==> src/rtl/pin_cond_pkg.sv <==
package pin_cond_pkg;
  localparam int PIN_CNT    = 7;
  localparam int PIN_EXT    = 0;
  localparam int PIN_MGMT   = 1;
  localparam int PIN_MCHK   = 2;
  localparam int PIN_STOP_N = 3;
  localparam int PIN_HRST_N = 4;
  localparam int PIN_SRST   = 5;
  localparam int PIN_TBEN   = 6;

  localparam int PND_W    = 4;
  localparam int PND_EXT  = 0;
  localparam int PND_MGMT = 1;
  localparam int PND_MCHK = 2;
  localparam int PND_SRST = 3;

  typedef struct packed {
    logic [PIN_CNT-1:0] chg;  // pin changed this cycle
    logic [PIN_CNT-1:0] lvl;  // level carried by the update
  } pin_evt_t;
endpackage

==> src/rtl/pin_track.sv <==
module pin_track
  import pin_cond_pkg::*;
#(
  parameter int IDX_W = 3
) (
  input  logic             clk,
  input  logic             rst_n,
  input  logic             upd_vld,
  input  logic [IDX_W-1:0] upd_idx,
  input  logic             upd_lvl,
  output pin_evt_t         evt
);
  logic [PIN_CNT-1:0] lvl_q;
  logic [PIN_CNT-1:0] lvl_d;

  for (genvar i = 0; i < PIN_CNT; i++) begin : g_pin
    logic hit;
    always_comb begin
      hit          = upd_vld && (upd_idx == IDX_W'(i));
      evt.chg[i]   = hit && (upd_lvl != lvl_q[i]);
      evt.lvl[i]   = upd_lvl;
      lvl_d[i]     = evt.chg[i] ? upd_lvl : lvl_q[i];
    end
  end

  always_ff @(posedge clk or negedge rst_n) begin
    if (!rst_n) lvl_q <= '0;
    else        lvl_q <= lvl_d;
  end
endmodule

==> src/rtl/pend_ctl.sv <==
module pend_ctl
  import pin_cond_pkg::*;
(
  input  logic             clk,
  input  logic             rst_n,
  input  logic [PND_W-1:0] ev_wr,
  input  logic [PND_W-1:0] ev_val,
  input  logic [PND_W-1:0] ack,
  output logic [PND_W-1:0] pend,
  output logic             irq_req
);
  logic [PND_W-1:0] pend_d;
  logic             irq_d;

  for (genvar i = 0; i < PND_W; i++) begin : g_bit
    always_comb begin
      if (ev_wr[i])    pend_d[i] = ev_val[i];
      else if (ack[i]) pend_d[i] = 1'b0;
      else             pend_d[i] = pend[i];
    end
  end

  always_comb irq_d = |pend_d;

  always_ff @(posedge clk or negedge rst_n) begin
    if (!rst_n) begin
      pend    <= '0;
      irq_req <= 1'b0;
    end else begin
      pend    <= pend_d;
      irq_req <= irq_d;
    end
  end
endmodule

==> src/rtl/run_ctl.sv <==
module run_ctl (
  input  logic clk,
  input  logic rst_n,
  input  logic stop_chg,
  input  logic stop_lvl,
  input  logic hrst_chg,
  input  logic hrst_lvl,
  input  logic tben_chg,
  input  logic tben_lvl,
  output logic halt,
  output logic core_rst,
  output logic tb_run
);
  logic halt_d;
  logic rst_d;
  logic tb_d;
  logic tb_en;

  always_comb begin
    halt_d = halt | (stop_chg & ~stop_lvl);
    rst_d  = hrst_chg & ~hrst_lvl;
    tb_en  = tben_chg;
    tb_d   = tben_lvl;
  end

  always_ff @(posedge clk or negedge rst_n) begin
    if (!rst_n) begin
      halt     <= 1'b0;
      core_rst <= 1'b0;
    end else begin
      halt     <= halt_d;
      core_rst <= rst_d;
    end
  end

  always_ff @(posedge clk or negedge rst_n) begin
    if (!rst_n)     tb_run <= 1'b0;
    else if (tb_en) tb_run <= tb_d;
  end
endmodule

==> src/rtl/pin_cond.sv <==
module pin_cond
  import pin_cond_pkg::*;
#(
  parameter int IDX_W = 3
) (
  input  logic             clk,
  input  logic             arst_n,
  input  logic             upd_vld,
  input  logic [IDX_W-1:0] upd_idx,
  input  logic             upd_lvl,
  input  logic [PND_W-1:0] ack,
  output logic [PND_W-1:0] pend,
  output logic             irq_req,
  output logic             halt,
  output logic             core_rst,
  output logic             tb_run
);
  logic [1:0]       rst_sync;
  logic             rst_n;
  pin_evt_t         evt;
  logic [PND_W-1:0] ev_wr;
  logic [PND_W-1:0] ev_val;

  // asynchronous assert, synchronous release
  always_ff @(posedge clk or negedge arst_n) begin
    if (!arst_n) rst_sync <= '0;
    else         rst_sync <= {rst_sync[0], 1'b1};
  end
  assign rst_n = rst_sync[1];

  pin_track #(.IDX_W(IDX_W)) u_track (
    .clk(clk), .rst_n(rst_n), .upd_vld(upd_vld), .upd_idx(upd_idx),
    .upd_lvl(upd_lvl), .evt(evt)
  );

  // route pin events onto pending-bit writes
  always_comb begin
    ev_wr            = '0;
    ev_val           = '0;
    ev_wr[PND_EXT]   = evt.chg[PIN_EXT];
    ev_val[PND_EXT]  = evt.lvl[PIN_EXT];
    ev_wr[PND_MGMT]  = evt.chg[PIN_MGMT];
    ev_val[PND_MGMT] = evt.lvl[PIN_MGMT];
    ev_wr[PND_MCHK]  = evt.chg[PIN_MCHK] & ~evt.lvl[PIN_MCHK];
    ev_val[PND_MCHK] = 1'b1;
    ev_wr[PND_SRST]  = evt.chg[PIN_SRST];
    ev_val[PND_SRST] = evt.lvl[PIN_SRST];
  end

  pend_ctl u_pend (
    .clk(clk), .rst_n(rst_n), .ev_wr(ev_wr), .ev_val(ev_val), .ack(ack),
    .pend(pend), .irq_req(irq_req)
  );

  run_ctl u_run (
    .clk(clk), .rst_n(rst_n),
    .stop_chg(evt.chg[PIN_STOP_N]), .stop_lvl(evt.lvl[PIN_STOP_N]),
    .hrst_chg(evt.chg[PIN_HRST_N]), .hrst_lvl(evt.lvl[PIN_HRST_N]),
    .tben_chg(evt.chg[PIN_TBEN]),   .tben_lvl(evt.lvl[PIN_TBEN]),
    .halt(halt), .core_rst(core_rst), .tb_run(tb_run)
  );
endmodule

==> config.mk <==
export PLATFORM = sky130hd
export DESIGN_NAME = pin_cond
export DESIGN_NICKNAME = d
export VERILOG_FILES = /design/src/rtl/pin_cond_pkg.sv /design/src/rtl/pin_track.sv /design/src/rtl/pend_ctl.sv /design/src/rtl/run_ctl.sv /design/src/rtl/pin_cond.sv
export SDC_FILE = /design/constraint.sdc
export NUM_CORES = 1
export LEC_CHECK = 0
export CAP_MARGIN = 20
export CELL_PAD_IN_SITES_DETAIL_PLACEMENT = 0
export CELL_PAD_IN_SITES_GLOBAL_PLACEMENT = 1
export CORE_MARGIN = 1
export CORE_UTILIZATION = 48
export DETAILED_ROUTE_END_ITERATION = 8
export DONT_BUFFER_PORTS = 1
export PLACE_DENSITY = 0.84
export SLEW_MARGIN = 0
export SYNTH_ARGS = -nofsm -noshare
export SYNTH_HDL_FRONTEND = slang
export SYNTH_SLANG_ARGS = --single-unit
==> constraint.sdc <==
create_clock -name clk -period 0.8 [get_ports clk]
set_input_delay 0.2 -clock clk [delete_from_list [all_inputs] [get_ports clk]]
set_output_delay 0.2 -clock clk [all_outputs]
set_load 0.02 [all_outputs]
* After elaboration in Yosys (flattened, before gate mapping) *
Index checks and enable logic that the tools add are counted.

word-level totals
  bits in registers = 16
  bits of input ports = 11
  output and inout port bits = 8
  logic and storage cells = 54

operators by class
  eq/ne operators = 13
  mux-type cells = 8
  bitwise gates (word level) = 5
  reduce and logical (&&, ||, !) cells = 16

operator list
  operator              number
  $logic_and A1 B1 Y1   14
  $eq A3 B3 Y1 const B  3
  $mux W1               8
  $ne A1 B1 Y1          7
  $eq A3 B2 Y1 const B  2
  $reduce_or A4 Y1      1
  $and A1 B1 Y1         3
  $eq A3 B1 Y1 const B  1
  $logic_not A3 Y1      1
  $not A1 Y1            1
  $or A1 B1 Y1          1

* Logic depth before layout (Yosys ltp) *
Gate-level depths: netlist (run 1).

  depth in word-level cells = 6
  depth in mapped cells = 4
  depth with buffers taken out = 4

* Cells and area by module *
Synthesis (run 1) repeated with hierarchy kept, for this count alone.

second synthesis, totals
  cell total of the unflattened synthesis = 73
  area, all modules = 879.6 µm²

by module, submodules not included
  module     times used  cells an instance  area an instance (µm²)  seq. area each (µm²)
  pin_track  1           44                 505.5                   175.2
  pend_ctl   1           18                 198.9                   125.1
  run_ctl    1           7                  107.6                   75.1
  pin_cond   1           4                  67.6                    50.0

* Least setup slack after synthesis (run 1) *
Ideal clock, no wire load.

  path kind = input port to flip-flop
  start = input upd_idx[2]
  end = register u_pend.irq_req
  setup time = 0.139 ns
  arrival time = 1.510 ns
  required time = 0.661 ns
  slack = -0.848 ns
  stages on the path = 4
  buffers on the path = 0
  cell sequence = or4b_4 o311ai_2 o31ai_1 or4_1

on the way
  elaborated cells between the ends (all ways) = 18
  those cells by class = eq/ne: 3; mux: 4; bitwise: 1; reduce/logical: 10

RTL lines
  element                     RTL line         source
  from (decl)                 pin_cond.sv:9    input logic [IDX_W-1:0] upd_idx,
  $logic_not A3 Y1            pin_track.sv:19  hit = upd_vld && (upd_idx == IDX_W'(i));
  $logic_and A1 B1 Y1         pin_track.sv:19
  $logic_and A1 B1 Y1         pin_track.sv:20  evt.chg[i] = hit && (upd_lvl != lvl_q[i]);
  $mux W1                     pend_ctl.sv:17   if (ev_wr[i]) pend_d[i] = ev_val[i];
  named net u_pend.pend_d[0]  pend_ctl.sv:12   logic [PND_W-1:0] pend_d;
  $reduce_or A4 Y1            pend_ctl.sv:23   always_comb irq_d = |pend_d;
  named net u_pend.irq_d      pend_ctl.sv:13   logic irq_d;
  to (signal assigned)        pend_ctl.sv:31   irq_req <= irq_d;
  to (decl)                   pend_ctl.sv:10   output logic irq_req

The timed path passes the listed nets, and every way through them passes these cells.
A chain may end at the register's enable or synchronous reset.

* Final worst setup path (run 1) *
  start = register u_track.lvl_q[5]
  end = register u_pend.irq_req

on the way
  longest elaborated chain between the ends = 4

RTL lines
  element                     RTL line         source
  from (decl)                 pin_track.sv:13  logic [PIN_CNT-1:0] lvl_q;
  from (signal assigned)      pin_track.sv:28  else lvl_q <= lvl_d;
  $ne A1 B1 Y1                pin_track.sv:20
  $logic_and A1 B1 Y1         pin_track.sv:20
  $mux W1                     pend_ctl.sv:17
  named net u_pend.pend_d[3]  pend_ctl.sv:12
  $reduce_or A4 Y1            pend_ctl.sv:23
  named net u_pend.irq_d      pend_ctl.sv:13

The timed path passes the listed nets, and every way through them passes these cells.

==> results.md, run 1 <==
- Status: complete, but fails checks
- Failing checks: setup timing
- RePlAce Congestion: 0.6815
- GRT Util Overall: 20.47%
- P per Cell Area: 1857 nW/µm²
- Fin nets: 94
- Die area: 1540 µm²
- CP startpoint kind: flop
- Yosys reg bits: 16
- Layout cells sized above 1: 45.68%
- Starting Density: 51.15%
- R2r setup slk: -0.60 ns
- GR peak layer: met2
- Routed via count: 509
- Worst Path Class, Setup: reg2reg
- Max_cap viols: 0
- Cells after Synth: 57
- Peak VDD IR: 0.001148 V
- Root buf cell: clkbuf_4
- RSZ-0062 raised after global routing: true
- Pin count of the biggest net entering global routing: 9
- Hold Worst Slack: 0.04532 ns
- CP top delay family: simple AND/OR/NAND/NOR gates
- CTS H-tree depth: 1
- Met3 Use GR: 5.202%
- Synth cell types: 23
- Final worst-path cycle share: 175.2%
- Die height: 39.24 µm
- Seq/Total Area, Yosys: 60.15%
- Fmax: 713.5 MHz
- Antenna viol nets, final: 0
- Routed len/inst: 13.54 µm
- # fillers: 93
- Most frequent cells in the layout: dfrtp_1 (14), buf_4 (11), buf_6 (8)
- Final worst slack: -0.6016 ns
- Cells on worst reg2reg path: 4
- Via density: 5.302
- Clock buffer depth: 2
- Clock slew at reported path FFs: 0.08 ns
- Row count: 13
- GRT overflow: 0
- Vias in the first global route: 463
- Critical path, cell by cell: inv_1 > o311ai_2 > o31ai_2 > or4_1
- Pre-antenna DRT Iters: 4
- Worst path max stage delay: 0.47 ns
- Core ar.: 1301 µm²
- Buf+Inv Stages, Crit Path: 1
- Final min period: 1.402 ns
- CTS tree: built
- Dpl hpwl: 966.8 µm
- Initial antenna violation count: 0
- Slowest cell on crit path: or4_1
- Pre-CTS worst setup slack: -0.8662 ns
- Die X: 39.24 µm
- TritonCTS Buffers: 3
- Hold endpoint: u_track.lvl_q[1]
- WP data required: 0.96 ns
- Fin Setup TNS: -2.962 ns
- Final hold violations: 0
- Critical Path Sink Type: flop
- Met1 usage: 26.22%
- CP arrival: 1.56 ns
- Critical path fanouts, max: 2
- Yosys warns: 0
- WHS Path Cells: 2
- Post-synthesis net count: 68
- R2R Path Start: u_track.lvl_q[5]
- Final antenna diode count: 0
- Met2 usage: 31.67%
- Most common cell after layout, fill and taps aside: dfrtp_1
- Worst R2R End: u_pend.irq_req
- Post-synthesis to final-layout area growth: 42.48%
- First-pass GRT wire length: 1987 µm
- PortBufs: 0
- I/O pins: 19
- Drt drc: 0
- Syn_area_per_cell: 11.68 µm²
- Iteration-0 DRC Markers: 10
- Clock skew: 0.001788 ns
- Final setup fails: 12
- Synth Cell Area: 665.6 µm²
- Clk_lat worst skew: 0.28 ns
- Hold Crit Start: upd_lvl
- Min-delay worst type: in2reg
- DRT Wirelength: 1300 µm
- P_leak: 0.4551 nW
- Final Max Tran Viols: 0
- Clock Sinks: 16
Yosys cell counts (all sizes together):
cell    number  share of area, %
o21bai       1               1.1
a31o         1               1.3
o311ai       2               3.8
a32o         1               1.5
nand4b       2               2.6
nor2b        1              0.94
dfrtp       16                60
nand3        1              0.75
mux2         2               3.4
nor2         1              0.56
inv          7               3.9
o31ai        2               2.3
or4          1               1.1
a311oi       1               1.3
and3b        1               1.5
and4bb       1               1.9
o21ai        5               3.8
and3         1              0.94
or4b         1               2.1
conb         1              0.56
clkinv       1              0.56
nand2        7               3.9
metrics by stage:
stage / total power [mW] / cells / area (µm²) / util, %
2_1_floorplan: 1.160 / 57 / 683.2 / -
3_3_place_gp: 1.323 / 90 / 849.6 / 65.29
3_5_place_dp: 1.334 / 90 / 849.6 / 65.29
4_1_cts: 1.767 / 95 / 917.1 / 70.48
5_1_grt: 1.852 / 96 / 948.4 / 72.88
6_report: 1.761 / 96 / 948.4 / 72.88
worst max path at each step:
stage | slack (ns) | startpoint | endpoint | depth (start not counted)
after floorplan | -0.84 | upd_idx[0] | u_pend.irq_req | 4
after global placement | -0.84 | upd_idx[0] | u_pend.irq_req | 4
after detailed placement | -0.87 | upd_idx[0] | u_pend.irq_req | 4
after CTS | -0.60 | u_track.lvl_q[5] | u_pend.irq_req | 4
after global routing | -0.65 | u_track.lvl_q[5] | u_pend.irq_req | 4
final | -0.60 | u_track.lvl_q[5] | u_pend.irq_req | 4
worst register-to-register path, cell delays in order, from the launching register on:
cell	delay, ns
dfrtp_1	0.35
inv_1	0.05
o311ai_2	0.28
o31ai_2	0.13
or4_1	0.47
state kept, by name, summed over array words and instances, names as in the netlist:
name            cells
u_track.lvl_q       7
u_pend.pend         4
rst_sync            2
u_pend.irq_req      1
u_run.core_rst      1
u_run.halt          1
area by class of cell:
class	count	area, µm²	area share, %
clock buffer	3	22.52	2.375
tap	15	18.77	1.979
sequential	16	402.9	42.48
inverter	8	30.03	3.166
timing repair buffer	21	202.7	21.37
multi-input combinational	33	271.5	28.63
logic make-up after synthesis:
| group | Yosys count | share of synthesized area [%] |
|---|---|---|
| DFF | 16 | 60.15 |
| AOI/OAI and AO/OA | 13 | 15.04 |
| muxes | 2 | 3.383 |
| and+or+nand+nor | 17 | 16.35 |
| buffers and inverters | 8 | 4.511 |
| other | 1 | 0.5634 |
where the power goes:
group	switching, mW	leakage [nW]	internal, mW
combinational	0.144	0.239	0.211
clock	0.234	0.0138	0.175
sequential	0.0841	0.202	0.914
total	0.462	0.455	1.30
timing repair:
item	in CTS	in global routing
endpoints found under the setup margin	13	13
hold buffers	1	0
hold endpoints to repair	2	0
resized for setup	9	5
pin swaps	2	2
setup buffers	1	1
routing by layer:
metal  share of wire [%]  vias up  wire length (µm)
met4                 1.7        0                22
li1                    -      253                 -
met3                 2.9        4                38
met5                   0        -                 0
met2                  48       12               622
met1                  47      240               616
Note: power is estimated with default switching activity, not from simulation.
==> run 2: changes to the inputs <==
--- a/config.mk
+++ b/config.mk
@@ -6,13 +6,11 @@
 export NUM_CORES = 1
 export LEC_CHECK = 0
 export CAP_MARGIN = 20
-export CELL_PAD_IN_SITES_DETAIL_PLACEMENT = 0
-export CELL_PAD_IN_SITES_GLOBAL_PLACEMENT = 1
 export CORE_MARGIN = 1
-export CORE_UTILIZATION = 48
+export CORE_UTILIZATION = 50
 export DETAILED_ROUTE_END_ITERATION = 8
 export DONT_BUFFER_PORTS = 1
-export PLACE_DENSITY = 0.84
+export PLACE_DENSITY = 0.71
 export SLEW_MARGIN = 0
 export SYNTH_ARGS = -nofsm -noshare
 export SYNTH_HDL_FRONTEND = slang
==> results.md, run 2 (synthesized netlist as in run 1, its figures left out) <==
- Layout cells sized above 1: 45.57%
- Slowest cell on crit path: or4_1
- Routed len/inst: 15.10 µm
- Initial antenna violation count: 0
- P_leak: 0.4495 nW
- CP top delay family: simple AND/OR/NAND/NOR gates
- Most frequent cells in the layout: dfrtp_1 (16), buf_4 (10), inv_1 (6), nand2_1 (6), buf_6 (6)
- Pre-antenna DRT Iters: 4
- Root buf cell: clkbuf_4
- CTS tree: built
- Clk_lat worst skew: 0.28 ns
- Hold Worst Slack: 0.06064 ns
- Critical path fanouts, max: 2
- Drt drc: 0
- Die area: 1481 µm²
- RSZ-0062 raised after global routing: true
- Critical path, cell by cell: inv_1 > o311ai_2 > o31ai_2 > or4_1
- Min-delay worst type: in2reg
- Largest Register: u_track.lvl_q
- Worst path max stage delay: 0.46 ns
- P per Cell Area: 2026 nW/µm²
- Power, Total: 1.893 mW
- Worst R2R End: u_pend.irq_req
- Critical Path Sink Type: flop
- Vias in the first global route: 486
- WP data required: 0.96 ns
- Dpl hpwl: 1014 µm
- Final cell count without fillers: 93
- Crit path depth: 4
- CP arrival: 1.55 ns
- Clock buffer depth: 2
- Routed via count: 507
- Clock slew at reported path FFs: 0.09 ns
- I/O pins: 19
- Failing checks: setup timing
- Starting Density: 56.84%
- RePlAce Congestion: 0.7077
- Row count: 12
- Cells on worst reg2reg path: 4
- TritonCTS Buffers: 3
- CP startpoint kind: flop
- Antenna viol nets, final: 0
- Crit path from: u_track.lvl_q[5]
- Worst Path Class, Setup: reg2reg
- Clock Sinks: 16
- CTS H-tree depth: 1
- GRT overflow: 0
- Most common cell after layout, fill and taps aside: dfrtp_1
- Crit path capture: u_pend.irq_req
- First-pass GRT wire length: 2118 µm
- Pin count of the biggest net entering global routing: 15
- Biggest regs: u_track.lvl_q x7, u_pend.pend x4, rst_sync x2
- Final worst slack: -0.5878 ns
- Final min period: 1.388 ns
- Fin Setup TNS: -2.813 ns
- Core ar.: 1171 µm²
- Max_cap viols: 0
- PortBufs: 0
- Die X: 38.49 µm
- Fmax: 720.5 MHz
- Placed insts: 86
- Clock skew: 0.003722 ns
- Iteration-0 DRC Markers: 6
- Final setup fails: 14
- Fin nets: 91
- Pre-CTS worst setup slack: -0.8622 ns
- Post-synthesis to final-layout area growth: 40.41%
- Final hold violations: 0
- Final Max Tran Viols: 0
- Die height: 38.49 µm
- GRT Util Overall: 21.80%
- DRT Wirelength: 1404 µm
- R2r setup slk: -0.59 ns
- Status: complete, but fails checks
- Final worst-path cycle share: 173.5%
- Max FFs per register: 7
- Via density: 5.452
- Peak VDD IR: 0.001500 V
- Buf+Inv Stages, Crit Path: 1
- Final antenna diode count: 0
- R2R Path Start: u_track.lvl_q[5]
==> run 2: area by class of cell <==
type / instances / area [µm²]
Clock buffer: 4 / 36.28
Fill cell: 78 / 236.5
Inverter: 8 / 30.03
Multi-Input combinational cell: 33 / 277.8
Sequential cell: 16 / 400.4
Tap cell: 14 / 17.52
Timing Repair Buffer: 18 / 172.7
==> run 2: where the power goes <==
part | internal (mW) | switching, mW
combinational | 0.218 | 0.150
sequential | 0.912 | 0.0889
clock | 0.277 | 0.247
total | 1.41 | 0.487
==> run 2: per-stage QoR <==
stage / util (%) / cell area [µm²]
floorplan: - / 683.2
global placement: 70.51 / 825.8
detailed placement: 70.51 / 825.8
CTS: 76.39 / 894.6
global route: 79.81 / 934.6
finish: 79.81 / 934.6
==> run 2: per-layer routing <==
| layer | global-route usage, % | routed length, µm | vias up |
|---|---|---|---|
| met3 | 5.233 | 36 | 0 |
| met5 | 0 | 0 | - |
| met1 | 27.65 | 629 | 249 |
| li1 | - | - | 248 |
| met2 | 35.83 | 738 | 10 |
| met4 | 7.759 | 0 | 0 |
==> run 2: what timing repair did <==
item / in CTS / in global routing
pin swaps: 4 / 3
hold endpoints to repair: 2 / 0
setup buffers: 1 / 2
hold buffers: 1 / 0
endpoints found under the setup margin: 14 / 15
gates resized for setup: 8 / 6
==> run 2: worst min path at each step <==
| stage | startpoint | endpoint | slack (ns) | cells after the start |
|---|---|---|---|---|
| floorplan | arst_n | rst_sync[0] | -0.1 | 0 |
| global placement | arst_n | rst_sync[0] | -0.1 | 0 |
| detailed placement | arst_n | rst_sync[0] | -0.1 | 0 |
| CTS | upd_lvl | u_track.lvl_q[2] | 0.06 | 1 |
| global route | upd_lvl | u_track.lvl_q[4] | 0.04 | 1 |
| finish | upd_lvl | u_track.lvl_q[4] | 0.06 | 1 |
==> run 3: changes to the inputs <==
--- a/config.mk
+++ b/config.mk
@@ -8,6 +8,7 @@
 export CAP_MARGIN = 20
 export CORE_MARGIN = 1
 export CORE_UTILIZATION = 50
+export CTS_CLUSTER_DIAMETER = 150
 export DETAILED_ROUTE_END_ITERATION = 8
 export DONT_BUFFER_PORTS = 1
 export PLACE_DENSITY = 0.71
==> constraint.sdc (replaced) <==
create_clock -name clk -period 0.8 [get_ports clk]
set_input_delay 0.16 -clock clk [delete_from_list [all_inputs] [get_ports clk]]
set_output_delay 0.16 -clock clk [all_outputs]
set_load 0.02 [all_outputs]
==> results.md, run 3 (synthesized netlist as in run 1, its figures left out) <==
- WP data required: 0.97 ns
- Most frequent cells in the layout: dfrtp_1 (14), buf_6 (11), buf_4 (8)
- First-pass GRT wire length: 2428 µm
- Clock skew: 0.004653 ns
- Clk_lat worst skew: 0.29 ns
- Core ar.: 1171 µm²
- R2r setup slk: -0.63 ns
- Crit path from: upd_idx[2]
- WHS Path Cells: 1
- Post-DP Area: 842.1 µm²
- Final antenna diode count: 0
- Final min period: 1.451 ns
- Die height: 38.49 µm
- CP startpoint kind: input port
- Most common cell after layout, fill and taps aside: dfrtp_1
- RSZ-0062 raised after global routing: true
- Row count: 12
- Fin nets: 96
- P per Cell Area: 1879 nW/µm²
- Failing checks: setup timing
- Biggest regs: u_track.lvl_q x7, u_pend.pend x4, rst_sync x2
- Min-delay worst type: in2reg
- Pre-antenna DRT Iters: 4
- Post-route cell area: 997.2 µm²
- Pin count of the biggest net entering global routing: 10
- Post-synthesis to final-layout area growth: 49.81%
- P_leak: 0.4699 nW
- Critical path fanouts, max: 7
- Routed len/inst: 18.57 µm
- Drt drc: 0
- Footprint of the multi-input gates: 286.5 µm²
- Dpl hpwl: 1049 µm
- I/O pins: 19
- Final worst-path cycle share: 181.4%
- # fillers: 57
- DRT Wirelength: 1820 µm
- Final hold violations: 0
- Clock buffer depth: 2
- Hold Crit Start: upd_lvl
- Final worst slack: -0.6510 ns
- CTS H-tree depth: 1
- Clock slew at reported path FFs: 0.09 ns
- Starting Density: 56.84%
- Status: complete, but fails checks
- GRT Util Overall: 25.59%
- RePlAce Congestion: 0.7050
- Max_cap viols: 0
- GRT overflow: 0
- Initial antenna violation count: 0
- Clock Sinks: 16
- Layout cells sized above 1: 46.43%
- Reg area: 402.9 µm²
- Fmax: 689.2 MHz
- Hold Worst Slack: 0.01938 ns
- Via density: 5.653
- CTS tree: built
- Worst R2R End: u_pend.irq_req
- Final setup fails: 14
- Final Max Tran Viols: 0
- Largest Register: u_track.lvl_q
- Iteration-0 DRC Markers: 8
- Power, Total: 1.874 mW
- TritonCTS Buffers: 3
- Antenna viol nets, final: 0
- Critical Path Sink Type: flop
- CP arrival: 1.62 ns
- Crit path capture: u_pend.irq_req
- Vias in the first global route: 501
- Peak VDD IR: 0.001746 V
- Worst Path Class, Setup: in2reg
- Cells on worst reg2reg path: 4
- Die X: 38.49 µm
- Max FFs per register: 7
- Routed via count: 554
- R2R Path Start: u_track.lvl_q[0]
- Die area: 1481 µm²
- Root buf cell: clkbuf_4
- PortBufs: 0
- Pre-CTS worst setup slack: -0.8235 ns
==> run 3: cell type report <==
class,instances,share of cell area [%]
clock buffer,4,2.635
inverter,8,3.011
multi-input combinational,33,28.73
sequential,16,40.40
tap,14,1.757
timing repair buffer,23,23.46
==> run 3: per-stage QoR <==
step | util [%] | setup TNS, ns | instances
after floorplan | - | -1.718 | 57
after global placement | 71.90 | -2.189 | 88
after detailed placement | 71.90 | -2.323 | 88
after CTS | 81.62 | -2.823 | 97
after global routing | 85.15 | -3.491 | 98
final | 85.15 | -3.115 | 98
==> run 3: how the worst min path moves through the flow <==
stage,end,slack (ns)
2_1_floorplan,rst_sync[0],-0.14
3_3_place_gp,rst_sync[0],-0.14
3_5_place_dp,rst_sync[0],-0.14
4_1_cts,u_track.lvl_q[2],0.01
5_1_grt,u_track.lvl_q[4],0.001
6_report,u_track.lvl_q[4],0.02
==> run 3: critical path, cell delays in order <==
cell and delay (ns):
or4b_4 0.56, o311ai_4 0.35, o31ai_2 0.14, or4_1 0.41
==> run 3: power by group <==
part	internal, mW	total [mW]	switching, mW
clock network	0.194	0.457	0.263
registers	0.912	0.994	0.0814
logic	0.242	0.423	0.181
total	1.35	1.87	0.525
==> run 3: layer usage <==
layer	vias up	part of all wire, %	track usage, %
met1	281	44	34.10
met5	-	0	0
li1	258	-	-
met3	2	2.4	5.814
met4	0	0.88	11.21
met2	13	53	39.58
==> run 3: timing repair <==
item	4_1_cts	5_1_grt
resized for setup	13	7
hold buffers	2	1
setup buffers	3	1
endpoints found under the setup margin	12	14
pin swaps	4	1
hold endpoints to repair	3	1
